$ cat src/rtl/ctx_stack_pkg.sv
package ctx_stack_pkg;

  typedef enum logic [2:0] {
    OP_NONE = 3'd0,
    OP_IRQ  = 3'd1,
    OP_RTI  = 3'd2,
    OP_CALL = 3'd3,
    OP_RET  = 3'd4
  } op_e;

  typedef enum logic [2:0] {
    K_BANK = 3'd0,
    K_PCH  = 3'd1,
    K_PCL  = 3'd2,
    K_PSH  = 3'd3,
    K_PSL  = 3'd4
  } kind_e;

  typedef enum logic [1:0] {
    ST_IDLE  = 2'd0,
    ST_RUN   = 2'd1,
    ST_DRAIN = 2'd2,
    ST_FIN   = 2'd3
  } st_e;

  localparam int unsigned FRAME_MAX = 5;
  localparam int unsigned IDX_W     = $clog2(FRAME_MAX);

  function automatic logic op_is_push(op_e op);
    return (op == OP_IRQ) || (op == OP_CALL);
  endfunction

  // number of bytes moved by an operation
  function automatic logic [IDX_W-1:0] frame_len(op_e op, logic far);
    case (op)
      OP_IRQ, OP_RTI:  frame_len = IDX_W'(FRAME_MAX);
      OP_CALL, OP_RET: frame_len = far ? IDX_W'(3) : IDX_W'(2);
      default:         frame_len = IDX_W'(1);
    endcase
  endfunction

  // which byte of the frame is moved in slot idx
  function automatic kind_e slot_kind(op_e op, logic far, logic [IDX_W-1:0] idx);
    logic [IDX_W-1:0] k;
    if (op_is_push(op)) begin
      k = idx + ((op == OP_CALL && !far) ? IDX_W'(1) : IDX_W'(0));
      case (k)
        IDX_W'(0): slot_kind = K_BANK;
        IDX_W'(1): slot_kind = K_PCH;
        IDX_W'(2): slot_kind = K_PCL;
        IDX_W'(3): slot_kind = K_PSH;
        default:   slot_kind = K_PSL;
      endcase
    end else begin
      k = idx + ((op == OP_RTI) ? IDX_W'(0) : IDX_W'(2));
      case (k)
        IDX_W'(0): slot_kind = K_PSL;
        IDX_W'(1): slot_kind = K_PSH;
        IDX_W'(2): slot_kind = K_PCL;
        IDX_W'(3): slot_kind = K_PCH;
        default:   slot_kind = K_BANK;
      endcase
    end
  endfunction

endpackage

$ cat src/rtl/ctx_sp_reg.sv
module ctx_sp_reg #(
  parameter int unsigned SP_W = 16
) (
  input  logic            clk,
  input  logic            rst_n,
  input  logic            load,
  input  logic [SP_W-1:0] load_val,
  input  logic            dec,
  input  logic            inc,
  output logic [SP_W-1:0] sp_q,
  output logic [SP_W-1:0] sp_up
);

  function automatic logic [SP_W-1:0] sp_minus1(logic [SP_W-1:0] s);
    return s - SP_W'(1);
  endfunction

  function automatic logic [SP_W-1:0] sp_plus1(logic [SP_W-1:0] s);
    return s + SP_W'(1);
  endfunction

  // S has no reset value: software must load it before use
  always_ff @(posedge clk) begin
    if (load)     sp_q <= load_val;
    else if (dec) sp_q <= sp_minus1(sp_q);
    else if (inc) sp_q <= sp_plus1(sp_q);
  end

  assign sp_up = sp_plus1(sp_q);


  sp_load_chk: assert property (@(posedge clk) disable iff (!rst_n)
    load |=> (sp_q == $past(load_val)));


  sp_dec_chk: assert property (@(posedge clk) disable iff (!rst_n)
    (dec && !load) |=> (sp_q == $past(sp_q) - SP_W'(1)));


  sp_inc_chk: assert property (@(posedge clk) disable iff (!rst_n)
    (inc && !load && !dec) |=> (sp_q == $past(sp_q) + SP_W'(1)));

endmodule

$ cat src/rtl/ctx_seq_ctrl.sv
module ctx_seq_ctrl
  import ctx_stack_pkg::*;
#(
  parameter int unsigned BANK_W = 8
) (
  input  logic              clk,
  input  logic              rst_n,
  input  logic              go_irq,
  input  logic              go_rti,
  input  logic              go_call,
  input  logic              go_ret,
  input  logic              sp_wr,
  input  logic              far_in,
  input  logic              bank_hi_in,
  output logic              accept,
  output logic              busy,
  output logic              done,
  output logic              acc_en,
  output logic              push_en,
  output kind_e             kind,
  output logic [BANK_W-1:0] bank_byte
);

  st_e              st_q;
  op_e              op_q;
  op_e              req_op;
  logic [IDX_W-1:0] idx_q;
  logic             far_q;
  logic             sel_q;
  logic             last;

  // fixed start priority
  always_comb begin
    if (go_irq)       req_op = OP_IRQ;
    else if (go_rti)  req_op = OP_RTI;
    else if (go_call) req_op = OP_CALL;
    else if (go_ret)  req_op = OP_RET;
    else              req_op = OP_NONE;
  end

  assign accept = (st_q == ST_IDLE) && !sp_wr && (req_op != OP_NONE);
  assign last   = (idx_q == frame_len(op_q, far_q) - IDX_W'(1));

  always_ff @(posedge clk) begin
    if (!rst_n) begin
      st_q  <= ST_IDLE;
      op_q  <= OP_NONE;
      idx_q <= '0;
      far_q <= 1'b0;
      sel_q <= 1'b0;
    end else begin
      case (st_q)
        ST_IDLE: if (accept) begin
          st_q  <= ST_RUN;
          op_q  <= req_op;
          idx_q <= '0;
          far_q <= far_in;
          sel_q <= bank_hi_in;
        end
        ST_RUN: begin
          if (last) st_q  <= ST_DRAIN;
          else      idx_q <= idx_q + IDX_W'(1);
        end
        ST_DRAIN: st_q <= ST_FIN;
        default: begin
          st_q <= ST_IDLE;
          op_q <= OP_NONE;
        end
      endcase
    end
  end

  assign busy      = (st_q != ST_IDLE);
  assign done      = (st_q == ST_FIN);
  assign acc_en    = (st_q == ST_RUN);
  assign push_en   = op_is_push(op_q);
  assign kind      = slot_kind(op_q, far_q, idx_q);
  assign bank_byte = sel_q ? {BANK_W{1'b1}} : {BANK_W{1'b0}};


  op_hold_chk: assert property (@(posedge clk) disable iff (!rst_n)
    ((st_q == ST_RUN) || (st_q == ST_DRAIN)) |=> $stable(op_q));


  bank_hold_chk: assert property (@(posedge clk) disable iff (!rst_n)
    busy |=> $stable(sel_q));


  run_step_chk: assert property (@(posedge clk) disable iff (!rst_n)
    ((st_q == ST_RUN) && !last) |=> ((st_q == ST_RUN) && (idx_q == $past(idx_q) + IDX_W'(1))));

endmodule

$ cat src/rtl/ctx_frame_regs.sv
module ctx_frame_regs
  import ctx_stack_pkg::*;
#(
  parameter int unsigned BANK_W = 8,
  parameter int unsigned BYTE_W = 8
) (
  input  logic                clk,
  input  logic                rst_n,
  input  logic                latch,
  input  logic [BANK_W-1:0]   cur_bank,
  input  logic [2*BYTE_W-1:0] cur_pc,
  input  logic [2*BYTE_W-1:0] cur_psw,
  input  kind_e               wr_kind,
  input  logic                rd_issue,
  input  kind_e               rd_kind,
  input  logic [BYTE_W-1:0]   rdata,
  output logic [BANK_W-1:0]   bank_q,
  output logic [2*BYTE_W-1:0] pc_q,
  output logic [2*BYTE_W-1:0] psw_q,
  output logic [BYTE_W-1:0]   wbyte
);

  localparam int unsigned WORD_W = 2 * BYTE_W;

  logic  rd_vld_q;
  kind_e rd_kind_q;

  // one-cycle record of the read in flight
  always_ff @(posedge clk) begin
    if (!rst_n) begin
      rd_vld_q  <= 1'b0;
      rd_kind_q <= K_BANK;
    end else begin
      rd_vld_q  <= rd_issue;
      rd_kind_q <= rd_kind;
    end
  end

  // context registers: source for pushes, destination for pops
  always_ff @(posedge clk) begin
    if (!rst_n) begin
      bank_q <= '0;
      pc_q   <= '0;
      psw_q  <= '0;
    end else if (latch) begin
      bank_q <= cur_bank;
      pc_q   <= cur_pc;
      psw_q  <= cur_psw;
    end else if (rd_vld_q) begin
      case (rd_kind_q)
        K_BANK:  bank_q                  <= BANK_W'(rdata);
        K_PCH:   pc_q[WORD_W-1:BYTE_W]   <= rdata;
        K_PCL:   pc_q[BYTE_W-1:0]        <= rdata;
        K_PSH:   psw_q[WORD_W-1:BYTE_W]  <= rdata;
        default: psw_q[BYTE_W-1:0]       <= rdata;
      endcase
    end
  end

  always_comb begin
    case (wr_kind)
      K_BANK:  wbyte = BYTE_W'(bank_q);
      K_PCH:   wbyte = pc_q[WORD_W-1:BYTE_W];
      K_PCL:   wbyte = pc_q[BYTE_W-1:0];
      K_PSH:   wbyte = psw_q[WORD_W-1:BYTE_W];
      default: wbyte = psw_q[BYTE_W-1:0];
    endcase
  end


  latch_chk: assert property (@(posedge clk) disable iff (!rst_n)
    latch |=> ((pc_q == $past(cur_pc)) && (psw_q == $past(cur_psw)) && (bank_q == $past(cur_bank))));


  hold_chk: assert property (@(posedge clk) disable iff (!rst_n)
    (!latch && !rd_vld_q) |=> ($stable(pc_q) && $stable(psw_q) && $stable(bank_q)));

endmodule

$ cat src/rtl/ctx_stack_seq.sv
module ctx_stack_seq
  import ctx_stack_pkg::*;
#(
  parameter int unsigned SP_W   = 16,
  parameter int unsigned BANK_W = 8,
  parameter int unsigned BYTE_W = 8
) (
  input  logic                       clk,
  input  logic                       rst_n,
  input  logic                       stack_bank_hi,
  input  logic                       sp_wr,
  input  logic [SP_W-1:0]            sp_wdata,
  input  logic                       irq_enter,
  input  logic                       irq_leave,
  input  logic                       call_enter,
  input  logic                       call_leave,
  input  logic                       call_far,
  input  logic [BANK_W-1:0]          cur_bank,
  input  logic [2*BYTE_W-1:0]        cur_pc,
  input  logic [2*BYTE_W-1:0]        cur_psw,
  output logic [BANK_W+SP_W-1:0]     mem_addr,
  output logic                       mem_we,
  output logic                       mem_re,
  output logic [BYTE_W-1:0]          mem_wdata,
  input  logic [BYTE_W-1:0]          mem_rdata,
  output logic                       busy,
  output logic                       done,
  output logic [SP_W-1:0]            sp_out,
  output logic [BANK_W-1:0]          rst_bank,
  output logic [2*BYTE_W-1:0]        rst_pc,
  output logic [2*BYTE_W-1:0]        rst_psw
);

  localparam int unsigned ADDR_W = BANK_W + SP_W;

  logic              accept;
  logic              acc_en;
  logic              push_en;
  kind_e             kind;
  logic [BANK_W-1:0] bank_byte;
  logic [SP_W-1:0]   sp_q;
  logic [SP_W-1:0]   sp_up;
  logic              sp_load_en;
  logic              sp_dec_en;
  logic              sp_inc_en;

  assign sp_load_en = sp_wr && !busy;
  assign sp_dec_en  = acc_en && push_en;
  assign sp_inc_en  = acc_en && !push_en;

  ctx_seq_ctrl #(.BANK_W(BANK_W)) u_ctrl (
    .clk        (clk),
    .rst_n      (rst_n),
    .go_irq     (irq_enter),
    .go_rti     (irq_leave),
    .go_call    (call_enter),
    .go_ret     (call_leave),
    .sp_wr      (sp_wr),
    .far_in     (call_far),
    .bank_hi_in (stack_bank_hi),
    .accept     (accept),
    .busy       (busy),
    .done       (done),
    .acc_en     (acc_en),
    .push_en    (push_en),
    .kind       (kind),
    .bank_byte  (bank_byte)
  );

  ctx_sp_reg #(.SP_W(SP_W)) u_sp (
    .clk      (clk),
    .rst_n    (rst_n),
    .load     (sp_load_en),
    .load_val (sp_wdata),
    .dec      (sp_dec_en),
    .inc      (sp_inc_en),
    .sp_q     (sp_q),
    .sp_up    (sp_up)
  );

  ctx_frame_regs #(.BANK_W(BANK_W), .BYTE_W(BYTE_W)) u_frame (
    .clk      (clk),
    .rst_n    (rst_n),
    .latch    (accept),
    .cur_bank (cur_bank),
    .cur_pc   (cur_pc),
    .cur_psw  (cur_psw),
    .wr_kind  (kind),
    .rd_issue (mem_re),
    .rd_kind  (kind),
    .rdata    (mem_rdata),
    .bank_q   (rst_bank),
    .pc_q     (rst_pc),
    .psw_q    (rst_psw),
    .wbyte    (mem_wdata)
  );

  // push writes at S then steps down; pop steps up then reads
  assign mem_addr = {bank_byte, (push_en ? sp_q : sp_up)};
  assign mem_we   = sp_dec_en;
  assign mem_re   = sp_inc_en;
  assign sp_out   = sp_q;


  access_busy_chk: assert property (@(posedge clk) disable iff (!rst_n)
    (mem_we || mem_re) |-> (busy && !(mem_we && mem_re)));


  bank_value_chk: assert property (@(posedge clk) disable iff (!rst_n)
    (mem_we || mem_re) |-> ((mem_addr[ADDR_W-1:SP_W] == {BANK_W{1'b0}}) ||
                            (mem_addr[ADDR_W-1:SP_W] == {BANK_W{1'b1}})));


  done_pulse_chk: assert property (@(posedge clk) disable iff (!rst_n)
    done |=> (!done && !busy));


  push_step_chk: assert property (@(posedge clk) disable iff (!rst_n)
    mem_we |=> (sp_out == $past(mem_addr[SP_W-1:0]) - SP_W'(1)));


  pop_step_chk: assert property (@(posedge clk) disable iff (!rst_n)
    mem_re |=> (sp_out == $past(mem_addr[SP_W-1:0])));

endmodule

$ cat config.mk
export PLATFORM = sky130hd
export DESIGN_NAME = ctx_stack_seq
export DESIGN_NICKNAME = d
export VERILOG_FILES = /design/src/rtl/ctx_stack_pkg.sv /design/src/rtl/ctx_sp_reg.sv /design/src/rtl/ctx_seq_ctrl.sv /design/src/rtl/ctx_frame_regs.sv /design/src/rtl/ctx_stack_seq.sv
export SDC_FILE = /design/constraint.sdc
export NUM_CORES = 1
export LEC_CHECK = 0
export ABC_AREA = 1
export BUFFER_PORTS_ARGS = -buffer_cell sky130_fd_sc_hd__clkbuf_2
export CAP_MARGIN = 15
export CORE_MARGIN = 2
export CORE_UTILIZATION = 51
export DETAILED_ROUTE_END_ITERATION = 7
export PLACE_DENSITY = 0.81
export SLEW_MARGIN = 20
export SYNTH_ARGS = -nofsm -noshare
export SYNTH_HDL_FRONTEND = slang
export SYNTH_SLANG_ARGS = --single-unit
$ cat constraint.sdc
create_clock -name clk -period 2.85 [get_ports clk]
set_clock_uncertainty 0.2 [all_clocks]
set_input_delay 0.1425 -clock clk [delete_from_list [all_inputs] [get_ports clk]]
set_output_delay 0.1425 -clock clk [all_outputs]
set_load 0.01 [all_outputs]
# Word-level counts from Yosys, hierarchy flattened
# Index checks and enable logic that the tools add are counted.
[word_totals]
ff_bits = 70
inputBits = 73
output_inout_bits = 92
wordCells = 118
[op_classes]
add_sub_neg = 6
n_eq_ne = 24
muxes = 36
bitwise = 1
n_reduce_logical = 38
[op_table]
columns = ["op", "count"]
rows = [
  ["16-bit two-way mux", 8],
  ["8-bit two-way mux", 8],
  ["8-bit case mux with 4 select lines", 1],
  ["3-bit by 2-bit == test with 1-bit output (second input constant)", 10],
  ["3-bit two-way mux", 8],
  ["3-bit case mux with 4 select lines", 2],
  ["3-bit case mux with 2 select lines", 3],
  ["16-bit by 1-bit adder with 16-bit output (second input constant)", 1],
  ["2-bit AND reduction", 8],
  ["16-bit by 1-bit subtractor with 16-bit output (second input constant)", 1],
  ["3-bit by 1-bit == test with 1-bit output (second input constant)", 5],
  ["2-bit nonzero test", 7],
  ["3-bit logical NOT", 4],
  ["3-bit adder", 2],
  ["1-bit logical AND", 6],
  ["2-bit two-way mux", 3],
  ["2-bit case mux with 3 select lines", 1],
  ["3-bit nonzero test", 2],
  ["2-bit OR reduction", 3],
  ["2-bit == test (second input constant)", 2],
  ["1-bit logical NOT", 4],
  ["2-bit by 1-bit != test with 1-bit output (second input constant)", 2],
  ["2-bit != test (second input constant)", 2],
  ["4-bit OR reduction", 1],
  ["other kinds (10)", 11],
]

# Logic depth before layout (Yosys ltp)
# Gate-level depths: netlist of run 1.
[logic_depth]
word_depth = 9
depth_mapped = 14
ltp_nobuf = 13

# Modules after synthesis
# A second synthesis of run 1 with hierarchy kept.
[unflattened]
hier_cells = 789
hier_area_um2 = 4982.3
[modules_own_cells]
columns = ["mod", "n_inst", "cells_each", "area_per_inst_um2", "seq_area_each_um2"]
rows = [
  ["ctx_frame_regs", 1, 365, 2349.8, 880.8],
  ["ctx_sp_reg", 1, 243, 1535.2, 480.5],
  ["ctx_seq_ctrl", 1, 123, 830.8, 200.2],
  ["ctx_stack_seq", 1, 58, 266.5, 0.0],
]

# Least setup slack after synthesis of run 1
# No wires, ideal clock.
[synth_timing]
path_kind = "reg-to-output"
start = "register u_ctrl.op_q[2]"
end = "output port mem_wdata[3]"
arrival_time_ps = 1944
required_time_ps = 2508
setup_slack_ps = 564
path_stages_with_launch = 15
n_path_buf = 1
path_cell_list = "dfxtp_1 inv_1 nand3_1 nor2_1 ha_1 ha_1 xnor2_4 nand2_2 o21ai_4 inv_4 buf_6 nand3_1 nand2_1 inv_1 nand4_2"
[synth_via]
elab_chain_cells = 9
word_cells_on_any_way = 25
classes_between = "add/sub: 2; eq/ne: 12; mux: 6; reduce/logical: 5"
[synth_lines]
columns = ["element", "line_no", "text"]
rows = [
  ["start: declaration", "ctx_seq_ctrl.sv:25", "op_e op_q;"],
  ["start signal: assignment", "ctx_seq_ctrl.sv:55", "op_q <= req_op;"],
  ["3-bit by 2-bit == test with 1-bit output", "ctx_stack_pkg.sv:30, ctx_stack_pkg.sv:46", ""],
  ["1-bit logical AND", "ctx_stack_pkg.sv:46", "k = idx + ((op == OP_CALL && !far) ? IDX_W'(1) : IDX_W'(0));"],
  ["1-bit two-way mux", "ctx_stack_pkg.sv:46", ""],
  ["3-bit adder", "ctx_stack_pkg.sv:46", ""],
  ["3-bit by 2-bit == test with 1-bit output (tied with other cells)", "ctx_stack_pkg.sv:47", "case (k)"],
  ["3-bit case mux with 4 select lines", "ctx_stack_pkg.sv:47", ""],
  ["3-bit two-way mux *", "ctx_stack_pkg.sv:45", "if (op_is_push(op)) begin"],
  ["3-bit by 2-bit == test with 1-bit output (tied with other cells)", "ctx_frame_regs.sv:61", "case (wr_kind)"],
  ["8-bit case mux with 4 select lines *", "ctx_frame_regs.sv:61", ""],
  ["end: declaration", "ctx_stack_seq.sv:24", "output logic [BYTE_W-1:0] mem_wdata,"],
]
# Every way passes the cells marked *; elsewhere a longest branch is shown, timed or not.

# Worst setup path in the final report of run 1
[layout_timing]
start = "register u_ctrl.op_q[2]"
end = "output port mem_wdata[6]"
# The elaborated chain is that of the path after synthesis.

==> key figures, run 1 <==
Final layout
  – Commonest non-fill, non-tap cell in the layout: nand2_1
  – Layout cells sized above 1: 24.1%
  – Register Area: roughly 0.0016 mm^2
  – # fillers: approximately 740
  – Area occupied by multi-input gates: 0.00264 mm^2
  – Antenna Cells: 0
  – Total Nets Final: 1,014
  – Commonest cells after routing, fill and taps aside: nand2_1, clkbuf_2, inv_1
  – Layout area overhead: 36.6%

Die
  – Core area: roughly 0.0092 mm^2
  – Num rows: 35
  – Die area: roughly 0.010 mm^2
  – Die Height: approximately 100 um
  – Initial core utilization: slightly above 50%
  – I/O pin cnt: approximately 170
  – Die width: about 100 um

Clocking
  – CTS tree: built
  – # H-tree levels: 3
  – Clk sinks: 70
  – Total CTS buffers: 9
  – Reg clk slew, reported paths: 80 ps
  – Root Buffer: clkbuf_8
  – Skew-Pair Late Insertion Delay: about 350 ps
  – Worst-case clock buffer depth: 2

Drt
  – DRC Markers: 0
  – Drt via density: approximately 5.5
  – Routed wire per std cell: roughly 15 um
  – Routed Antenna Nets: 0
  – Post-Route WL: ~16 mm
  – DRT iter0 DRCs: between 400 and 500
  – DR pass1 iterations: 7
  – Via count of the routed design: 5,762

Placement
  – Port Buffers: ~160
  – GP Congestion: ~0.93
  – Post-DP HPWL: approximately 11 mm

Timing
  – Relative slew slack: 66.7%
  – RSZ-0062 raised after global routing: true
  – Hold slack: roughly 27 ps
  – Slew @ Worst Pin: around 500 ps
  – Fin. Hold Viols: 0
  – Max Clk Rate: approximately 360 MHz
  – Slew Limit Fails: 0
  – Post-route minimum period: around 2800 ps
  – Tcrit/Tclk final: 96.8%
  – Final setup violation count: 0

Critical path
  – Critical Path End Type: output port
  – Worst setup SP type: register
  – WP data arrival: roughly 2400 ps
  – Cells on worst reg2reg path: 12
  – CP required: between 2000 and 3000 ps
  – CP max FO: 8
  – Critical path class: register to output port

Synthesis
  – Syn. warnings: 0
  – Syn_area_per_cell: roughly 6.6 um^2
  – Cell variety after synth: 37
  – Post-synthesis register bit count: 70
  – Main flop type after synthesis: dfxtp_1
  – Synthesized area: about 0.0047 mm^2
  – Post-synth EDFFs: 16
  – Register area share after synthesis: between 30% and 40%
  – Synthesized Nets: between 700 and 800
  – Asr flop ratio synth: 0%
  – Post-Syn Instances: 715

Global routing
  – Largest net degree at the start of global routing: 33
  – Grt met2 use: between 50% and 60%
  – All-Layer GR Usage: between 30% and 40%
  – Overflow after GRT: 0
  – GR Layer Usage met1: between 30% and 40%
  – M3 GR Usage: 6.10%
  – Busiest metal layer after global routing: met2
  – Initial antenna violation count: 0
  – Vias in the first global route: 5,306
  – First-pass GRT wire length: 24.5 mm

Pwr
  – Pwr/cell area: between 1000 and 1500 mW/mm^2
  – Total power: 6.88 mW
  – Max VDD drop: about 0.48 mV
  – Leakage: 3.32 nW

Status
  – Status: complete, no violations

Hold path
  – Worst Hold Class: input pin to register
  – Hold Path Depth: 3

Run
  – # Max-Cap Violations: 0
power breakdown:
group	switching, mW	internal (mW)	total [mW]	leakage (nW)
sequential	0.398	1.42	1.82	0.600
clock	0.421	0.497	0.918	0.114
combinational	2.67	1.47	4.14	2.60
total	3.49	3.39	6.88	3.32
layout make-up:
type | instances | area share (%)
inverter | 96 | 5.67
clock inverter | 7 | 1.47
clock buffer | 9 | 1.91
tap | 111 | 2.14
sequential | 70 | 24.1
timing repair buffer | 240 | 23.9
multi-input combinational | 514 | 40.7
metrics by stage:
stage	std cells	setup slack (ps)	instance area [um^2]	util [%]	setup TNS (ps)
after CTS	1044	23.3	6420	70.1	0
after global placement	967	286	5580	61.0	0
after detailed placement	967	201	5580	61.0	0
final	1047	90.1	6480	70.8	0
after floorplan	715	564	4740	-	0
after global routing	1047	-23.8	6480	70.8	-81.1
what timing repair did:
action / 4_1_cts / 5_1_grt
setup buffers: 0 / 3
pin swaps: 2 / 9
resized for setup: 3 / 21
hold buffers: 61 / 0
endpoints found under the hold margin: 60 / 0
setup endpoints to repair: 8 / 9
synth_stat cells, types with 11 or more instances:
| library cell | number | share of area (%) |
|---|---|---|
| nand2_1 | 219 | 17 |
| inv_1 | 89 | 7.0 |
| nand3_1 | 60 | 6.3 |
| nor2_1 | 57 | 4.5 |
| dfxtp_1 | 54 | 23 |
| o21ai_0 | 45 | 4.7 |
| o211ai_1 | 32 | 5.1 |
| a21oi_1 | 17 | 1.8 |
| nand4_1 | 17 | 2.2 |
| edfxtp_1 | 16 | 10 |
| buf_4 | 12 | 1.9 |
| xor2_1 | 12 | 2.2 |
| clkbuf_1 | 11 | 0.87 |
worst paths after layout:
check                               startpoint               end  slack (ps)
worst min register to register    u_ctrl.far_q      u_ctrl.far_q         310
worst min-delay path                     rst_n  u_frame.pc_q[14]          30
worst max-delay path            u_ctrl.op_q[2]      mem_wdata[6]          90
worst max register to register  u_ctrl.st_q[0]  u_frame.psw_q[2]         530
cell families after synthesis:
family,share of synthesized area [%]
compound gates,15.3
xor+xnor,3.53
fa+ha+maj,2.64
buf+inv,12.1
flops,32.9
simple gates,33.5
routing by layer:
| metal | part of all wire (%) | routed length, um |
|---|---|---|
| met4 | 4.5 | 725 |
| met2 | 48 | 7580 |
| met1 | 39 | 6270 |
| met5 | 0 | 0 |
| met3 | 8.5 | 1360 |
flip-flops by register name (all words and copies together), names as in the netlist:
name               flops
u_ctrl.op_q            3
u_frame.rd_vld_q       1
u_ctrl.far_q           1
u_frame.rd_kind_q      3
u_ctrl.st_q            2
u_frame.bank_q         8
u_frame.pc_q          16
u_sp.sp_q             16
u_ctrl.idx_q           3
u_ctrl.sel_q           1
u_frame.psw_q         16
critical path, stage by stage, from the launching register on:
cell      delay (ps)
dfxtp_4          370
inv_4             60
nand3_2           70
nor2_2           110
ha_2             200
ha_4             160
xnor2_4          130
nand2_2           90
o21ai_4          200
clkinv_4         110
nor2_4           220
nand2_1           90
nand4_1          120
buf_2            140
No activity file was read; power rests on OpenSTA's default activity.
==> run 2: changes to the inputs <==
--- a/config.mk
+++ b/config.mk
@@ -9,9 +9,9 @@
 export BUFFER_PORTS_ARGS = -buffer_cell sky130_fd_sc_hd__clkbuf_2
 export CAP_MARGIN = 15
 export CORE_MARGIN = 2
-export CORE_UTILIZATION = 51
+export CORE_UTILIZATION = 30
 export DETAILED_ROUTE_END_ITERATION = 7
-export PLACE_DENSITY = 0.81
+export MAX_ROUTING_LAYER = met4
 export SLEW_MARGIN = 20
 export SYNTH_ARGS = -nofsm -noshare
 export SYNTH_HDL_FRONTEND = slang
==> key figures, run 2 (synthesis gave the netlist of run 1 again) <==
Global routing
  – Overflow after GRT: 0 (unchanged)
  – All-Layer GR Usage: 20.1% (-11 points)
  – First-pass GRT wire length: 25.6 mm (+4.8%)
  – Initial antenna violation count: 0 (unchanged)
  – Vias in the first global route: 5,092 (-4.0%)
  – Largest net degree at the start of global routing: 27 (-18%)

Timing
  – RSZ-0062 raised after global routing: true
  – Relative slew slack: 65.4% (-1.3 points)
  – Slew Limit Fails: 0 (unchanged)
  – Post-route minimum period: 2750 ps (-5.62 ps)
  – Slew @ Worst Pin: 519 ps (+21.3 ps)
  – Tcrit/Tclk final: 96.6% (-0.20 points)
  – Max Clk Rate: 363 MHz (+0.20%)
  – Fin. Hold Viols: 0 (unchanged)
  – Sum of negative setup slack: 0 ps (unchanged)
  – Final setup violation count: 0 (unchanged)
  – Hold slack: 26.3 ps (-0.526 ps)

Die
  – Initial core utilization: 31.0% (-21 points)
  – Die width: 130 um (+29%)
  – I/O pin cnt: 165 (unchanged)
  – Die Height: 130 um (+29%)
  – Die area: 0.0168 mm^2 (+67%)
  – Num rows: 45 (+29%)
  – Core area: 0.0153 mm^2 (+67%)

Placement
  – GP Congestion: 0.903 (-3.2%)
  – Port Buffers: 164 (unchanged)
  – Post-DP HPWL: 12.2 mm (+13%)

Critical path
  – CP required: 2510 ps (about the same)
  – Critical-path top delay cell: dfxtp_4
  – CP max FO: 8 (unchanged)
  – Crit-path leading delay family: simple AND/OR/NAND/NOR gates
  – Worst setup SP type: register
  – Worst stage delay on the critical path: 370 ps (about the same)
  – Critical Path End Type: output port
  – WP data arrival: 2410 ps (about the same)
  – Critical path class: register to output port
  – Worst path cell trace: inv_4, nand3_2, nor2_2, ha_2, ha_4, xnor2_4, nand2_2, o21ai_4, clkinv_4, nor2_4, nand2_1, nand4_1, clkbuf_2
  – Buf+Inv Stages, Crit Path: 3 (unchanged)

Final layout
  – # fillers: 1,578 (+110%)
  – Largest regs: u_frame.pc_q x16, u_frame.psw_q x16, u_sp.sp_q x16
  – Layout Utilization: 44.1% (-27 points)
  – Layout cells sized above 1: 24.9% (+0.80 points)
  – Commonest cells after routing, fill and taps aside: nand2_1, clkbuf_2, inv_1
  – Total Nets Final: 1,020 (+0.59%)
  – Area occupied by multi-input gates: 0.00266 mm^2 (+0.90%)
  – Layout area overhead: 42.5%
  – Antenna Cells: 0 (unchanged)
  – Commonest non-fill, non-tap cell in the layout: nand2_1
  – Register Area: 0.00157 mm^2 (about the same)

Clocking
  – Clk sinks: 70 (unchanged)
  – Worst-case clock buffer depth: 2 (unchanged)
  – CTS tree: built
  – Total CTS buffers: 9 (unchanged)
  – Reg clk slew, reported paths: 70 ps (about the same)
  – # H-tree levels: 3 (unchanged)
  – Skew-Pair Late Insertion Delay: 340 ps (about the same)
  – Root Buffer: clkbuf_16

Drt
  – Routed Antenna Nets: 0 (unchanged)
  – DRC Markers: 0 (unchanged)
  – DRT iter0 DRCs: 366 (-24%)
  – Via count of the routed design: 5,502 (-4.5%)
  – Drt via density: 4.77 (-13%)
  – Post-Route WL: 16.5 mm (+3.7%)
  – DR pass1 iterations: 4 (-3)
  – Routed wire per std cell: 14.3 um (-5.8%)

Pwr
  – Max VDD drop: 0.402 mV (-16%)
  – Total power: 7.20 mW (+4.7%)
  – Pwr/cell area: 1060 mW/mm^2 (+0.37%)
  – Leakage: 3.38 nW (+1.8%)

Run
  – # Max-Cap Violations: 0 (unchanged)

Status
  – Status: complete, no violations

Hold path
  – Worst Hold Class: input pin to register
[run 2: cell count changes in the layout (fill, tap and decap cells not counted), moves of 4 or more]
cell	previous run	this run
buf_4	13	17
buf_2	7	2
clkbuf_2	157	162
clkbuf_16	0	9
clkbuf_8	9	0
nand3_2	2	6
nand3_1	59	55
[run 2: path summary, 6_finish.rpt]
check | from | slack [ps] | to | depth (start not counted)
max reg2reg | u_ctrl.st_q[0] | 320 | u_frame.psw_q[5] | 10
min reg2reg | u_ctrl.far_q | 330 | u_ctrl.far_q | 2
min | mem_rdata[3] | 30 | u_frame.psw_q[3] | 3
max | u_ctrl.op_q[2] | 100 | mem_wdata[7] | 13
[run 2: per-layer routing]
metal / vias up / GRT usage, % / share of wire (%)
met5: - / - / 0
met4: 0 / 7.02 / 2.1
met3: 27 / 3.36 / 6.2
met2: 207 / 33.5 / 48
met1: 2487 / 24.5 / 43
li1: 2781 / - / -
[run 2: cell type report]
cell class | count | area share [%]
Multi-Input combinational cell | 515 | 39.4
Clock inverter | 7 | 0.925
Clock buffer | 9 | 3.33
Timing Repair Buffer | 245 | 23.8
Tap cell | 211 | 3.91
Sequential cell | 70 | 23.2
Inverter | 96 | 5.44
[run 2: per-stage QoR]
stage | instance area [um^2] | std cells | setup WS, ps
global placement | 5750 | 1071 | 286
global route | 6760 | 1153 | -23.8
CTS | 6650 | 1148 | 5.70
detailed placement | 5750 | 1071 | 207
floorplan | 4740 | 715 | 564
finish | 6760 | 1153 | 95.8
[run 2: where the power goes]
group | total (mW) | switching [mW] | internal [mW] | leakage, nW
clock | 1.11 | 0.503 | 0.608 | 0.139
combinational | 4.25 | 2.70 | 1.55 | 2.64
sequential | 1.84 | 0.410 | 1.43 | 0.601
[run 2: timing repair]
| action | CTS | global route |
|---|---|---|
| hold buffers | 61 | 0 |
| setup endpoints to repair | 8 | 9 |
| setup buffers | 0 | 4 |
| resized for setup | 2 | 22 |
| cloned | 0 | 1 |
| endpoints found under the hold margin | 59 | 0 |
| pin swaps | 2 | 9 |
[run 2: worst register-to-register path: stages (launching register included)]
cell	delay, ps
dfxtp_1	350
inv_1	80
ha_1	210
inv_1	140
nor2_2	50
nand2_2	210
buf_4	260
nand2_2	140
o21ai_1	170
a31oi_1	50
dlygate4sd3_1	550
